## config.mk

```make
export PLATFORM = sky130hd
export DESIGN_NAME = adc_conv_seq
export DESIGN_NICKNAME = d
export VERILOG_FILES = /design/src/rtl/adc_seq_pkg.sv /design/src/rtl/conv_tick_gen.sv /design/src/rtl/strobe_edge_det.sv /design/src/rtl/sar_seq_core.sv /design/src/rtl/adc_conv_seq.sv
export SDC_FILE = /design/constraint.sdc
export NUM_CORES = 1
export LEC_CHECK = 0
export ABC_AREA = 1
export CAP_MARGIN = 30
export CORE_ASPECT_RATIO = 0.8
export CORE_MARGIN = 4
export CORE_UTILIZATION = 45
export DETAILED_ROUTE_END_ITERATION = 10
export DONT_BUFFER_PORTS = 1
export GPL_TIMING_DRIVEN = 0
export PLACE_DENSITY = 0.66
export SYNTH_ARGS = -nofsm -noshare
export SYNTH_HDL_FRONTEND = slang
export SYNTH_SLANG_ARGS = --single-unit
```

## constraint.sdc

```tcl
create_clock -name clk -period 2.1 [get_ports clk]
set_input_delay 0 -clock clk [delete_from_list [all_inputs] [get_ports clk]]
set_output_delay 0 -clock clk [all_outputs]
set_load 0.02 [all_outputs]
```

## src/rtl/adc_seq_pkg.sv

```systemverilog
// Shared types for the ADC conversion sequencer.
// Assumes: consumers import the package; no state lives here.
package adc_seq_pkg;
    typedef enum logic [1:0] {
        PH_IDLE   = 2'd0,
        PH_SAMPLE = 2'd1,
        PH_CONV   = 2'd2
    } seq_phase_t;
endpackage

```

## src/rtl/conv_tick_gen.sv

```systemverilog
// Conversion tick divider: produces a one-system-clock enable every 2**speed
// clocks while run is high, starting one divided period after run rises.
// Assumes: speed is stable during a conversion; counter is held at 0 when idle.
module conv_tick_gen #(
    parameter int SPEED_W = 2
) (
    input  logic               clk,
    input  logic               rst_n,
    input  logic               run,
    input  logic [SPEED_W-1:0] speed,
    output logic               tick
);
    localparam int CNT_W = (1 << SPEED_W) - 1;

    logic [CNT_W-1:0] cnt;
    logic [CNT_W-1:0] mask;

    // Build the low-bit mask that sets the division ratio.
    always_comb begin
        for (int i = 0; i < CNT_W; i++) begin
            mask[i] = (i < int'(speed));
        end
    end

    // Free-running divider count, cleared while idle.
    always_ff @(posedge clk) begin
        if (!rst_n || !run) begin
            cnt <= '0;
        end else begin
            cnt <= cnt + 1'b1;
        end
    end

    assign tick = run && ((cnt & mask) == mask);

    // a divided tick is never followed directly by another one.
    p_tick_gap_r5: assert property (@(posedge clk) disable iff (!rst_n)
        (tick && speed != '0 && $stable(speed)) |=> !tick);
endmodule

```

## src/rtl/strobe_edge_det.sv

```systemverilog
// Strobe re-timer: passes an asynchronous strobe through STAGES flip-flops and
// flags one cycle per rising edge of the re-timed signal.
// Assumes: strobe pulses last longer than one system clock.
module strobe_edge_det #(
    parameter int STAGES = 2
) (
    input  logic clk,
    input  logic rst_n,
    input  logic strobe_async,
    output logic rise
);
    logic [STAGES-1:0] sync_q;
    logic              last_q;

    // Synchronizer chain followed by one delay stage for edge detection.
    always_ff @(posedge clk) begin
        if (!rst_n) begin
            sync_q <= '0;
            last_q <= 1'b0;
        end else begin
            sync_q <= {sync_q[STAGES-2:0], strobe_async};
            last_q <= sync_q[STAGES-1];
        end
    end

    assign rise = sync_q[STAGES-1] && !last_q;

    // an edge indication lasts a single cycle.
    p_rise_single_r6: assert property (@(posedge clk) disable iff (!rst_n)
        rise |=> !rise);
endmodule

```

## src/rtl/sar_seq_core.sv

```systemverilog
// Conversion sequencer: runs the sample phase (short or autozero length), then
// DATA_W successive-approximation ticks and one store tick, all on tick.
// Assumes: trig is a single-cycle request; comparator is valid on each tick.
module sar_seq_core
    import adc_seq_pkg::*;
#(
    parameter int DATA_W     = 8,
    parameter int SAMPLE_STD = 4,
    parameter int SAMPLE_AZ  = 11
) (
    input  logic              clk,
    input  logic              rst_n,
    input  logic              trig,
    input  logic              az_mode,
    input  logic              tick,
    input  logic              cmp_in,
    input  logic              pend_clr,
    output logic              busy,
    output logic              sh_ctrl,
    output logic              pend,
    output logic [DATA_W-1:0] code,
    output logic [DATA_W-1:0] result
);
    localparam int STEP_W = $clog2(SAMPLE_AZ + DATA_W + 1);

    seq_phase_t        phase;
    logic [STEP_W-1:0] step;
    logic              az_q;
    logic [STEP_W-1:0] samp_last;
    logic [DATA_W-1:0] code_nxt;

    // Last sample-phase step for the mode latched at trigger.
    assign samp_last = az_q ? STEP_W'(SAMPLE_AZ - 1) : STEP_W'(SAMPLE_STD - 1);

    // One approximation decision: settle the current bit, try the next lower.
    always_comb begin
        code_nxt = code;
        for (int i = 0; i < DATA_W; i++) begin
            if (int'(step) == DATA_W - 1 - i) begin
                if (!cmp_in) code_nxt[i] = 1'b0;
                if (i > 0)   code_nxt[i-1] = 1'b1;
            end
        end
    end

    // Phase, step, trial code, result and pending flag update.
    always_ff @(posedge clk) begin
        if (!rst_n) begin
            phase  <= PH_IDLE;
            step   <= '0;
            az_q   <= 1'b0;
            code   <= '0;
            result <= '0;
            pend   <= 1'b0;
        end else begin
            if (pend_clr) pend <= 1'b0;
            case (phase)
                PH_IDLE: begin
                    if (trig) begin
                        phase <= PH_SAMPLE;
                        step  <= '0;
                        az_q  <= az_mode;
                        code  <= {1'b1, {(DATA_W-1){1'b0}}};
                    end
                end
                PH_SAMPLE: begin
                    if (tick) begin
                        if (step == samp_last) begin
                            phase <= PH_CONV;
                            step  <= '0;
                        end else begin
                            step <= step + 1'b1;
                        end
                    end
                end
                PH_CONV: begin
                    if (tick) begin
                        if (int'(step) == DATA_W) begin
                            result <= code;
                            pend   <= 1'b1;
                            phase  <= PH_IDLE;
                        end else begin
                            code <= code_nxt;
                            step <= step + 1'b1;
                        end
                    end
                end
                default: phase <= PH_IDLE;
            endcase
        end
    end

    assign busy    = (phase != PH_IDLE);
    assign sh_ctrl = (phase == PH_SAMPLE);

    // completion sets pending on the edge that ends busy.
    p_done_pend_r4: assert property (@(posedge clk) disable iff (!rst_n)
        $fell(busy) |-> pend);
    // the stored result only changes on completion.
    p_result_hold_r4: assert property (@(posedge clk) disable iff (!rst_n)
        !$stable(result) |-> $fell(busy));
    // pending rises only from a completion.
    p_pend_source_r8: assert property (@(posedge clk) disable iff (!rst_n)
        $rose(pend) |-> $fell(busy));
    // sample/hold is only driven inside a conversion.
    p_sh_in_busy_r2: assert property (@(posedge clk) disable iff (!rst_n)
        sh_ctrl |-> busy);
endmodule

```

## src/rtl/adc_conv_seq.sv

```systemverilog
// Top of the ADC conversion sequencer: holds the control register, selects the
// trigger source, and ties divider, strobe re-timer and sequencer together.
// Control bits: 4 strobe trigger enable, 3:2 speed, 0 autozero; others held only.
// Assumes: control register is not rewritten during a conversion.
module adc_conv_seq
    import adc_seq_pkg::*;
#(
    parameter int DATA_W     = 8,
    parameter int SPEED_W    = 2,
    parameter int SYNC_STG   = 2,
    parameter int SAMPLE_STD = 4,
    parameter int SAMPLE_AZ  = 11
) (
    input  logic              clk,
    input  logic              rst_n,
    input  logic              ctl_wr,
    input  logic [7:0]        ctl_wdata,
    output logic [7:0]        ctl_q,
    input  logic              sw_start,
    input  logic              pend_clr,
    input  logic              pwm_strobe,
    input  logic              cmp_in,
    output logic              sh_ctrl,
    output logic [DATA_W-1:0] sar_code,
    output logic              busy,
    output logic              pend,
    output logic [DATA_W-1:0] result
);
    localparam int BIT_AZ    = 0;
    localparam int BIT_SPD   = 2;
    localparam int BIT_STROB = 4;

    logic tick;
    logic strobe_rise;
    logic trig;

    // Control register write.
    always_ff @(posedge clk) begin
        if (!rst_n) ctl_q <= '0;
        else if (ctl_wr) ctl_q <= ctl_wdata;
    end

    // Only the source chosen by the trigger-select bit may start a conversion.
    assign trig = ctl_q[BIT_STROB] ? strobe_rise : sw_start;

    conv_tick_gen #(.SPEED_W(SPEED_W)) u_tick (
        .clk   (clk),
        .rst_n (rst_n),
        .run   (busy),
        .speed (ctl_q[BIT_SPD +: SPEED_W]),
        .tick  (tick)
    );

    strobe_edge_det #(.STAGES(SYNC_STG)) u_strobe (
        .clk          (clk),
        .rst_n        (rst_n),
        .strobe_async (pwm_strobe),
        .rise         (strobe_rise)
    );

    sar_seq_core #(
        .DATA_W     (DATA_W),
        .SAMPLE_STD (SAMPLE_STD),
        .SAMPLE_AZ  (SAMPLE_AZ)
    ) u_core (
        .clk      (clk),
        .rst_n    (rst_n),
        .trig     (trig),
        .az_mode  (ctl_q[BIT_AZ]),
        .tick     (tick),
        .cmp_in   (cmp_in),
        .pend_clr (pend_clr),
        .busy     (busy),
        .sh_ctrl  (sh_ctrl),
        .pend     (pend),
        .code     (sar_code),
        .result   (result)
    );

    // a trigger while busy does not restart the sample phase.
    p_no_restart_r7: assert property (@(posedge clk) disable iff (!rst_n)
        (busy && !sh_ctrl) |=> (!sh_ctrl || !busy || $past(!busy)));
endmodule

```

==> metrics.yaml, run 1 <==
die:
  rows: 21
  die_h_um: 66.7
  die_area_sq_mm: 0.00542
  chipWidth_um: 81.3
  start_util_pct: 46.3
  io_pins: 42
  core_area_sq_mm: 0.00418
place:
  post-dp-hpwl_um: 3260
  dp.cells: 337
  placed_area_sq_mm: 0.00201
  portBuffers: 0
  gp_congestion: 0.868
routing:
  routedWlPerCell_um: 12.5
  finalWirelength_um: 4550
  drtIter0Drc: 85
  drtPass1Iterations: 4
  ant_nets: 0
  drc: 0
  via_per_inst: 4.92
  vias: 1787
synth:
  yosysWarningCount: 0
  synth_fp_nets: 304
  synth_cell_types: 25
  synthTopCellsByArea: "dfxtp_1 40%, nand2_1 14%, nor2_1 10%, ha_1 5.8%, nand3_1 5.4%"
  netlist_area_sq_mm: 0.00194
  avgSynthCellArea_sq_um: 6.91
  synth_top_area_share_pct: 40.3
  syn_inst: 280
  ys_ff_latch: 39
  yosys.area.top_type: "dfxtp_1"
  yosysSeqAreaShare_pct: 40.3
flow_run:
  cap_viol_max_count: 0
clocking:
  clock_sinks: 39
  clockBufferDepth: 2
  holdBufCountCts: 18
  clk_pin_slew_ns: 0.08
  cts_resized: 0
  cts_max_level: 2
  cts_root_buf: "clkbuf_8"
  cts_tree: "built"
  postCtsSetupBuffers: 0
  tritoncts.num_buffers: 5
  clock_latency_ns: 0.29
worst_setup_path:
  path_class: "register to register"
  crit_fanout: 5
  crit_path_start_kind: "register"
  cp.required_ns: 2.28
  cp.arrival_ns: 2.07
  crit_path_end_kind: "register"
sta:
  drv_slew: 0
  fin_crit_sh_pct: 89.9
  worstMarginPinSlew_ns: 0.537
  fin_tns_setup_ns: 0
  hold_viol_final: 0
  fmax_mhz: 530
  fin_skew_ns: 0.00272
  period_needed_ns: 1.89
  rsz0062_at_grt: "false"
  setup_viol_count_final: 0
  relSlewSlack_pct: 64.1
finish:
  fin_cells: 363
  syn_to_final_growth_pct: 18.8
  seqCellArea_sq_um: 781
  finalNetCount: 329
  design_area_sq_mm: 0.00230
  num_antenna_cells: 0
  drive_gt1_share_pct: 8.17
  fill_cells: 409
  multiInputGateArea_sq_um: 988
power:
  p_int_mw: 1.51
  pwr-share-clk_pct: 24.3
  ir_worst_vdd_mv: 0.636
  cellLeakagePower_nw: 1.05
  comb_power_share_pct: 40.6
  p_sw_mw: 1.02
  p_seq_share_pct: 35.1
  power.density_mw_per_mm2: 1100
  p_sw_share_pct: 40.3
worst_hold_path:
  min_path_type: "primary input to register"
global_route:
  grt_pass1_wl_um: 7900
  grt_antenna_before_repair: 0
  grt_pass1_vias: 1752
  grt_overflow: 0
  track_usage_pct: 19.2
  grt_max_degree: 14
status:
  status: "complete, no violations"
## cells in the mapped netlist
library cell / instances
a21oi_1: 12
buf_2: 2
buf_4: 1
buf_6: 2
clkbuf_1: 1
clkbuf_8: 1
clkinv_1: 2
dfxtp_1: 39
ha_1: 9
inv_1: 23
inv_2: 4
nand2_1: 70
nand2_2: 1
nand3_1: 21
nand3_2: 2
nand4_1: 11
nor2_1: 52
nor2_2: 2
nor3_1: 2
nor3_2: 1
o2111a_1: 1
o21ai_0: 18
or2_2: 1
xnor2_1: 1
xor2_1: 1
## per-stage QoR
step                hold slack [ns]  setup WS [ns]  power (mW)  util (%)
floorplan                    0.0976          0.478        1.69         -
global placement              0.100          0.226        1.89      48.0
detailed placement            0.103          0.220        1.90      48.0
CTS                          0.0190          0.201        2.55      55.0
global route                 0.0567         0.0321        2.75      55.0
finish                       0.0290          0.212        2.53      55.0
## sequential cells by signal, indices dropped and copies added, names as in the netlist
register / cells
u_strobe.sync_q: 2
u_core.pend: 1
u_tick.cnt: 3
u_strobe.last_q: 1
u_core.az_q: 1
u_core.code: 8
ctl_q: 8
u_core.step: 5
u_core.phase: 2
u_core.result: 8
## logic make-up (layout without fill, tap and decap cells)
| kind of cell | count (synthesis) | in the layout | synth area share, % |
|---|---|---|---|
| flops | 39 | 39 | 40.3 |
| buf+inv | 36 | 62 | 8.60 |
| xor+xnor | 2 | 2 | 0.905 |
| fa+ha+maj | 9 | 9 | 5.82 |
| simple gates | 163 | 163 | 36.0 |
| compound gates | 31 | 31 | 8.34 |
## per-layer routing
metal	part of all wire, %	GRT usage [%]	vias to the layer above	routed length, um
li1	-	-	946	-
met1	46	23.9	790	2100
met2	46	30.1	49	2100
met3	6.9	6.49	2	314
met4	0.64	7.81	0	29
met5	0	0	-	0
## final cells by class
type | count | area share (%)
clock inverter | 3 | 1.90
timing repair buffer | 18 | 7.83
multi-input combinational | 205 | 43.0
sequential | 39 | 33.9
inverter | 29 | 4.73
buffer | 7 | 2.50
tap | 57 | 3.10
clock buffer | 5 | 2.99
## final timing paths
check | to | slack (ns) | cells after the start | start
min | u_core.az_q | 0.03 | 4 | sw_start
max | u_core.step[1] | 0.21 | 9 | u_core.phase[1]
min reg2reg | u_strobe.sync_q[1] | 0.42 | 2 | u_strobe.sync_q[0]
max reg2reg | u_core.step[1] | 0.21 | 9 | u_core.phase[1]
## power groups by stage
| stage | registers [mW] | clock network (mW) | logic (mW) |
|---|---|---|---|
| 6_report | 0.887 | 0.614 | 1.03 |
| 5_1_grt | 0.899 | 0.682 | 1.17 |
| 4_1_cts | 0.888 | 0.635 | 1.03 |
| 3_5_place_dp | 0.905 | 0 | 0.991 |
| 3_3_place_gp | 0.905 | 0 | 0.984 |
| 2_1_floorplan | 0.889 | 0 | 0.802 |
## placed cells by master (no fill, tap or decap), types with 9 or more instances in the layout
master and n:
nor2_1 52, o21ai_0 18, dfxtp_1 39, ha_1 9, nand4_1 11, inv_1 23
nand2_1 70, dlygate4sd3_1 18, a21oi_1 12, nand3_1 21
## worst max-delay path, cell delays in order, from the launching register on
cell     delay, ns
dfxtp_1       0.36
inv_1         0.08
ha_1          0.32
or2_2         0.34
nand2_1       0.15
nand3_2       0.15
inv_2         0.12
nand2_1       0.07
nand2_1       0.13
nor2_1        0.06
(Power assumes the default switching activity.)
==> run 2: changes to the inputs <==
- CORE_UTILIZATION: 45 -> 60
- PLACE_DENSITY: 0.66 -> 0.82
==> metrics.yaml, run 2 (synthesis gave the netlist of run 1 again) <==
global_route:
  grt_pass1_vias: 1784  # was 1752
  grt_pass1_wl_um: 8290  # was 7900 um
  grt_max_degree: 13  # was 14
  grt_overflow: 0  # unchanged
  track_usage_pct: 25.4  # was 19.2%
  grt_antenna_before_repair: 0  # unchanged
die:
  rows: 18  # was 21
  core_area_sq_mm: 0.00309  # was 0.00418 sq mm
  start_util_pct: 62.7  # was 46.3%
  die_h_um: 58.8  # was 66.7 um
  chipWidth_um: 71.5  # was 81.3 um
  die_area_sq_mm: 0.00420  # was 0.00542 sq mm
  io_pins: 42  # unchanged
sta:
  drv_slew: 0  # unchanged
  hold_viol_final: 0  # unchanged
  worstMarginPinSlew_ns: 0.515  # was 0.537 ns
  setup_viol_count_final: 0  # unchanged
  period_needed_ns: 1.86  # was 1.89 ns
  fin_crit_sh_pct: 88.7  # was 89.9%
  rsz0062_at_grt: "false"  # unchanged
  holdWs_ns: 0.0109  # was 0.0290 ns
  relSlewSlack_pct: 65.6  # was 64.1%
  fin_tns_setup_ns: 0  # unchanged
  fin_skew_ns: 0.00528  # was 0.00272 ns
  fmax_mhz: 537  # was 530 MHz
power:
  comb_power_share_pct: 41.7  # was 40.6%
  power.density_mw_per_mm2: 1100  # about the same
  p_seq_share_pct: 35.2  # was 35.1%
  cellLeakagePower_nw: 1.05  # about the same
  p_sw_mw: 1.06  # was 1.02 mW
  pwr-share-clk_pct: 23.0  # was 24.3%
  ir_worst_vdd_mv: 0.922  # was 0.636 mV
  p_int_mw: 1.46  # was 1.51 mW
  p_sw_share_pct: 42.1  # was 40.3%
worst_setup_path:
  cp.required_ns: 2.30  # was 2.28 ns
  path_class: "register to register"  # unchanged
  crit_path_start_kind: "register"  # unchanged
  crit_chain: "inv_1 -> ha_1 -> or2_2 -> nand2_1 -> nand3_2 -> inv_2 -> nand2_1 -> nand2_1 -> nor2_1"  # unchanged
  path_common_cell: "nand2_1"  # unchanged
  r2r_cells: 9  # unchanged
  slowest_stage: "dfxtp_1"  # unchanged
  crit_fanout: 5  # unchanged
  cp.arrival_ns: 2.06  # was 2.07 ns
  critPathMaxStageDelay_ns: 0.36  # about the same
  crit_path_end_kind: "register"  # unchanged
clocking:
  cts_max_level: 2  # unchanged
  cts_root_buf: "clkbuf_8"  # unchanged
  clk_pin_slew_ns: 0.08  # about the same
  tritoncts.num_buffers: 5  # unchanged
  clockBufferDepth: 2  # unchanged
  clock_latency_ns: 0.30  # was 0.29 ns
  cts_tree: "built"  # unchanged
  clock_sinks: 39  # unchanged
routing:
  via_per_inst: 5.33  # was 4.92
  drtIter0Drc: 156  # was 85
  drc: 0  # unchanged
  finalWirelength_um: 4940  # was 4550 um
  routedWlPerCell_um: 14.2  # was 12.5 um
  drtPass1Iterations: 5  # was 4
  ant_nets: 0  # unchanged
  vias: 1851  # was 1787
place:
  placed_area_sq_mm: 0.00199  # was 0.00201 sq mm
  gp_congestion: 0.921  # was 0.868
  portBuffers: 0  # unchanged
  post-dp-hpwl_um: 3010  # was 3260 um
finish:
  drive_gt1_share_pct: 8.14  # was 8.17%
  syn_to_final_growth_pct: 17.8  # was 18.8%
  design_area_sq_mm: 0.00228  # was 0.00230 sq mm
  layout_common_cells: "70 x nand2_1, 52 x nor2_1, 39 x dfxtp_1, 23 x inv_1, 21 x nand3_1"  # unchanged
  layout_commonest_cell: "nand2_1"  # unchanged
  finalNetCount: 330  # was 329
  num_antenna_cells: 0  # unchanged
  largestRegisters: "ctl_q (8), u_core.code (8), u_core.result (8)"  # unchanged
worst_hold_path:
  min_path_type: "primary input to register"  # unchanged
  worstHoldPathCells: 4  # unchanged
flow_run:
  cap_viol_max_count: 0  # unchanged
status:
  status: "complete, no violations"  # unchanged
-- run 2: cell count changes in the layout (fill, tap and decap cells not counted) --
cell / delta
bufinv_16: -1
clkinvlp_4: +1
dlygate4sd3_1: +1
clkinv_2: -1
clkinv_4: -1
clkbuf_8: +2
-- run 2: layout make-up --
| cell class | count | area (sq um) |
|---|---|---|
| clock inverter | 1 | 7.51 |
| timing repair buffer | 19 | 190 |
| tap | 40 | 50.0 |
| clock buffer | 7 | 96.3 |
| fill | 225 | 806 |
| multi-input combinational | 205 | 988 |
| sequential | 39 | 781 |
| inverter | 29 | 109 |
| buffer | 7 | 57.6 |
-- run 2: routing by layer --
layer	global-route usage (%)	part of all wire (%)
met3	9.22	7.8
met2	44.0	50
met5	0	0
met1	28.9	40
met4	9.12	2.2
-- run 2: final timing paths --
path                           start  slack, ns         endpoint
setup / recovery     u_core.phase[1]       0.24   u_core.step[2]
hold / removal              sw_start       0.01      u_core.az_q
setup reg to reg     u_core.phase[1]       0.24   u_core.step[2]
hold reg to reg   u_strobe.sync_q[1]       0.42  u_strobe.last_q
-- run 2: what timing repair did --
item,in CTS,in global routing
gates resized for setup,0,0
setup buffers,0,0
endpoints found under the hold margin,10,0
hold buffers,19,0
-- run 2: stage by stage --
stage	cells	worst slack [ns]	util, %	power, mW
4_1_cts	347	0.239	73.9	2.48
2_1_floorplan	280	0.478	-	1.69
3_3_place_gp	320	0.273	64.4	1.86
3_5_place_dp	320	0.258	64.4	1.88
6_report	347	0.237	73.9	2.52
5_1_grt	347	0.0781	73.9	2.70
-- run 2: critical path: cells and delay by family, from the launching register on --
family,cells,cell delay [ns]
and+or+nand+nor,6,0.87
DFF,1,0.36
adders and majority gates,1,0.32
buffers and inverters,2,0.21
-- run 2: power by group through the flow --
stage / clock, mW / sequential, mW / combinational [mW]
after floorplan: 0 / 0.889 / 0.802
after global placement: 0 / 0.903 / 0.962
after detailed placement: 0 / 0.904 / 0.980
after CTS: 0.575 / 0.886 / 1.02
after global routing: 0.618 / 0.895 / 1.19
final: 0.580 / 0.887 / 1.05
==> run 3: changes to the inputs <==
- CORE_UTILIZATION: 60 -> 54
- PLACE_DENSITY: 0.82 -> 0.75
- REMOVE_ABC_BUFFERS: unset -> 1
==> metrics.yaml, run 3 (synthesis gave the netlist of run 1 again) <==
routing:
  drc: 0  # unchanged
  finalWirelength_um: 4880  # was 4940 um
  wl_met3_um: 350  # was 385 um
  top_layer: "met4"  # unchanged
  drtIter0Drc: 121  # was 156
  routedWlPerCell_um: 13.9  # was 14.2 um
  ant_nets: 0  # unchanged
  drtPass1Iterations: 4  # was 5
  via_per_inst: 5.38  # was 5.33
  vias: 1883  # was 1851
  m1WireLength_um: 2110  # was 1970 um
  met2_length_um: 2310  # was 2480 um
sta:
  period_needed_ns: 1.90  # was 1.86 ns
  worstMarginPinSlew_ns: 0.886  # was 0.515 ns
  setup_viol_count_final: 0  # unchanged
  fin_skew_ns: 0.00786  # was 0.00528 ns
  rsz0062_at_grt: "false"  # unchanged
  drv_slew: 0  # unchanged
  fin_tns_setup_ns: 0  # unchanged
  relSlewSlack_pct: 40.7  # was 65.6%
  fmax_mhz: 526  # was 537 MHz
  hold_viol_final: 0  # unchanged
  fin_crit_sh_pct: 90.5  # was 88.7%
worst_setup_path:
  path_class: "register to register"  # unchanged
  crit_chain: "inv_1 -> ha_1 -> or2_2 -> nand2_1 -> nand3_2 -> inv_2 -> nand2_1 -> nand2_1 -> nor2_1"  # unchanged
  worstReg2RegEnd: "u_core.step[1]"  # was u_core.step[2]
  r2r_cells: 9  # unchanged
  cp.arrival_ns: 2.09  # was 2.06 ns
  cp.required_ns: 2.29  # was 2.30 ns
  path_common_cell: "nand2_1"  # unchanged
  worst-r2r-setup-slack_ns: 0.20  # was 0.24 ns
  critPathMaxStageDelay_ns: 0.36  # about the same
  crit_fanout: 5  # unchanged
  slowest_stage: "dfxtp_1"  # unchanged
  crit_path_start_kind: "register"  # unchanged
  r2r-start: "u_core.phase[1]"  # unchanged
  crit_start: "u_core.phase[1]"  # unchanged
  crit_path_end_kind: "register"  # unchanged
global_route:
  grt_max_degree: 27  # was 13
  grt_overflow: 0  # unchanged
  grt_pass1_wl_um: 8000  # was 8290 um
  grt_pass1_vias: 1822  # was 1784
  track_usage_pct: 23.0  # was 25.4%
  grt_antenna_before_repair: 0  # unchanged
finish:
  syn_to_final_growth_pct: 19.7  # was 17.8%
  layout_commonest_cell: "nand2_1"  # unchanged
  fill_cells: 287  # was 225
  largestRegisters: "ctl_q (8), u_core.code (8), u_core.result (8)"  # unchanged
  drive_gt1_share_pct: 6.82  # was 8.14%
  layout_common_cells: "70 x nand2_1, 52 x nor2_1, 38 x dfxtp_1, 27 x dlygate4sd3_1, 23 x inv_1"  # was 70 x nand2_1, 52 x nor2_1, 39 x dfxtp_1, 23 x inv_1, 21 x nand3_1
  finalNetCount: 331  # was 330
  num_antenna_cells: 0  # unchanged
die:
  io_pins: 42  # unchanged
  core_area_sq_mm: 0.00345  # was 0.00309 sq mm
  chipWidth_um: 74.9  # was 71.5 um
  die_area_sq_mm: 0.00461  # was 0.00420 sq mm
  die_h_um: 61.6  # was 58.8 um
  start_util_pct: 56.2  # was 62.7%
  rows: 19  # was 18
clocking:
  cts_root_buf: "clkbuf_8"  # unchanged
  clock_sinks: 39  # unchanged
  clockBufferDepth: 2  # unchanged
  tritoncts.num_buffers: 5  # unchanged
  postCtsSetupBuffers: 0  # unchanged
  cts_max_level: 2  # unchanged
  cts_tree: "built"  # unchanged
  clk_pin_slew_ns: 0.08  # about the same
  clock_latency_ns: 0.30  # about the same
power:
  ir_worst_vdd_mv: 0.629  # was 0.922 mV
  p_sw_mw: 1.05  # was 1.06 mW
  p_seq_share_pct: 35.3  # was 35.2%
  power.density_mw_per_mm2: 1090  # was 1100 mW/mm^2
  p_total_mw: 2.53  # was 2.52 mW
  p_int_mw: 1.49  # was 1.46 mW
  pwr-share-clk_pct: 24.9  # was 23.0%
  comb_power_share_pct: 39.8  # was 41.7%
  p_sw_share_pct: 41.2  # was 42.1%
  cellLeakagePower_nw: 1.07  # was 1.05 nW
worst_hold_path:
  worstHoldPathCells: 5  # was 4
  min_path_type: "primary input to register"  # unchanged
  hold-path-endpoint: "u_core.code[7]"  # was u_core.az_q
  min-delay-start: "cmp_in"  # was sw_start
place:
  gp_congestion: 0.858  # was 0.921
  portBuffers: 0  # unchanged
  post-dp-hpwl_um: 2990  # was 3010 um
flow_run:
  cap_viol_max_count: 0  # unchanged
status:
  status: "complete, no violations"  # unchanged
[run 3: metrics by stage]
stage          instance area, sq um  utilization (%)  worst slack [ns]  hold WS [ns]  cells
3_3_place_gp                   1930             56.0             0.198        0.0991    315
2_1_floorplan                  1880                -             0.450        0.0935    273
4_1_cts                        2310             67.1             0.118         0.109    350
5_1_grt                        2320             67.2            0.0477         0.175    350
3_5_place_dp                   1930             56.0             0.152         0.105    315
6_report                       2320             67.2             0.199         0.110    350
[run 3: cell type report]
type	instances	area (sq um)	area share (%)
timing repair buffer	27	270	11.7
inverter	29	109	4.70
sequential	39	782	33.7
clock buffer	5	68.8	2.97
tap	42	52.6	2.27
clock inverter	3	43.8	1.89
multi-input combinational	205	991	42.8
[run 3: power groups by stage]
stage | combinational, mW | sequential [mW] | clock (mW)
after global routing | 1.14 | 0.902 | 0.680
after CTS | 0.983 | 0.891 | 0.638
after global placement | 0.911 | 0.907 | 0
after floorplan | 0.752 | 0.891 | 0
after detailed placement | 0.928 | 0.908 | 0
final | 1.01 | 0.894 | 0.632
[run 3: what timing repair did]
action                     in CTS  in global routing
gates resized for setup         0                  2
hold buffers                   27                  0
setup endpoints to repair       0                 11
hold endpoints to repair       36                  0
[run 3: worst max-delay path by stage]
stage,to,slack (ns),cells past startpoint
after floorplan,u_core.step[0],0.45,9
after global placement,u_core.step[1],0.20,12
after detailed placement,u_core.step[1],0.15,12
after CTS,u_core.step[1],0.12,12
after global routing,u_core.step[0],0.05,12
final,u_core.step[1],0.20,9
[run 3: routing by layer]
metal	GRT usage (%)	up-vias
met4	8.88	0
li1	-	948
met3	8.16	14
met2	39.0	61
met1	26.9	860
met5	0	-
[run 3: critical path, delay by kind of cell (launching register included)]
| family | cells | cell delay, ns |
|---|---|---|
| flip-flops | 1 | 0.36 |
| adder cells (fa/ha/maj) | 1 | 0.32 |
| AND/OR/NAND/NOR | 6 | 0.90 |
| buffers and inverters | 2 | 0.20 |
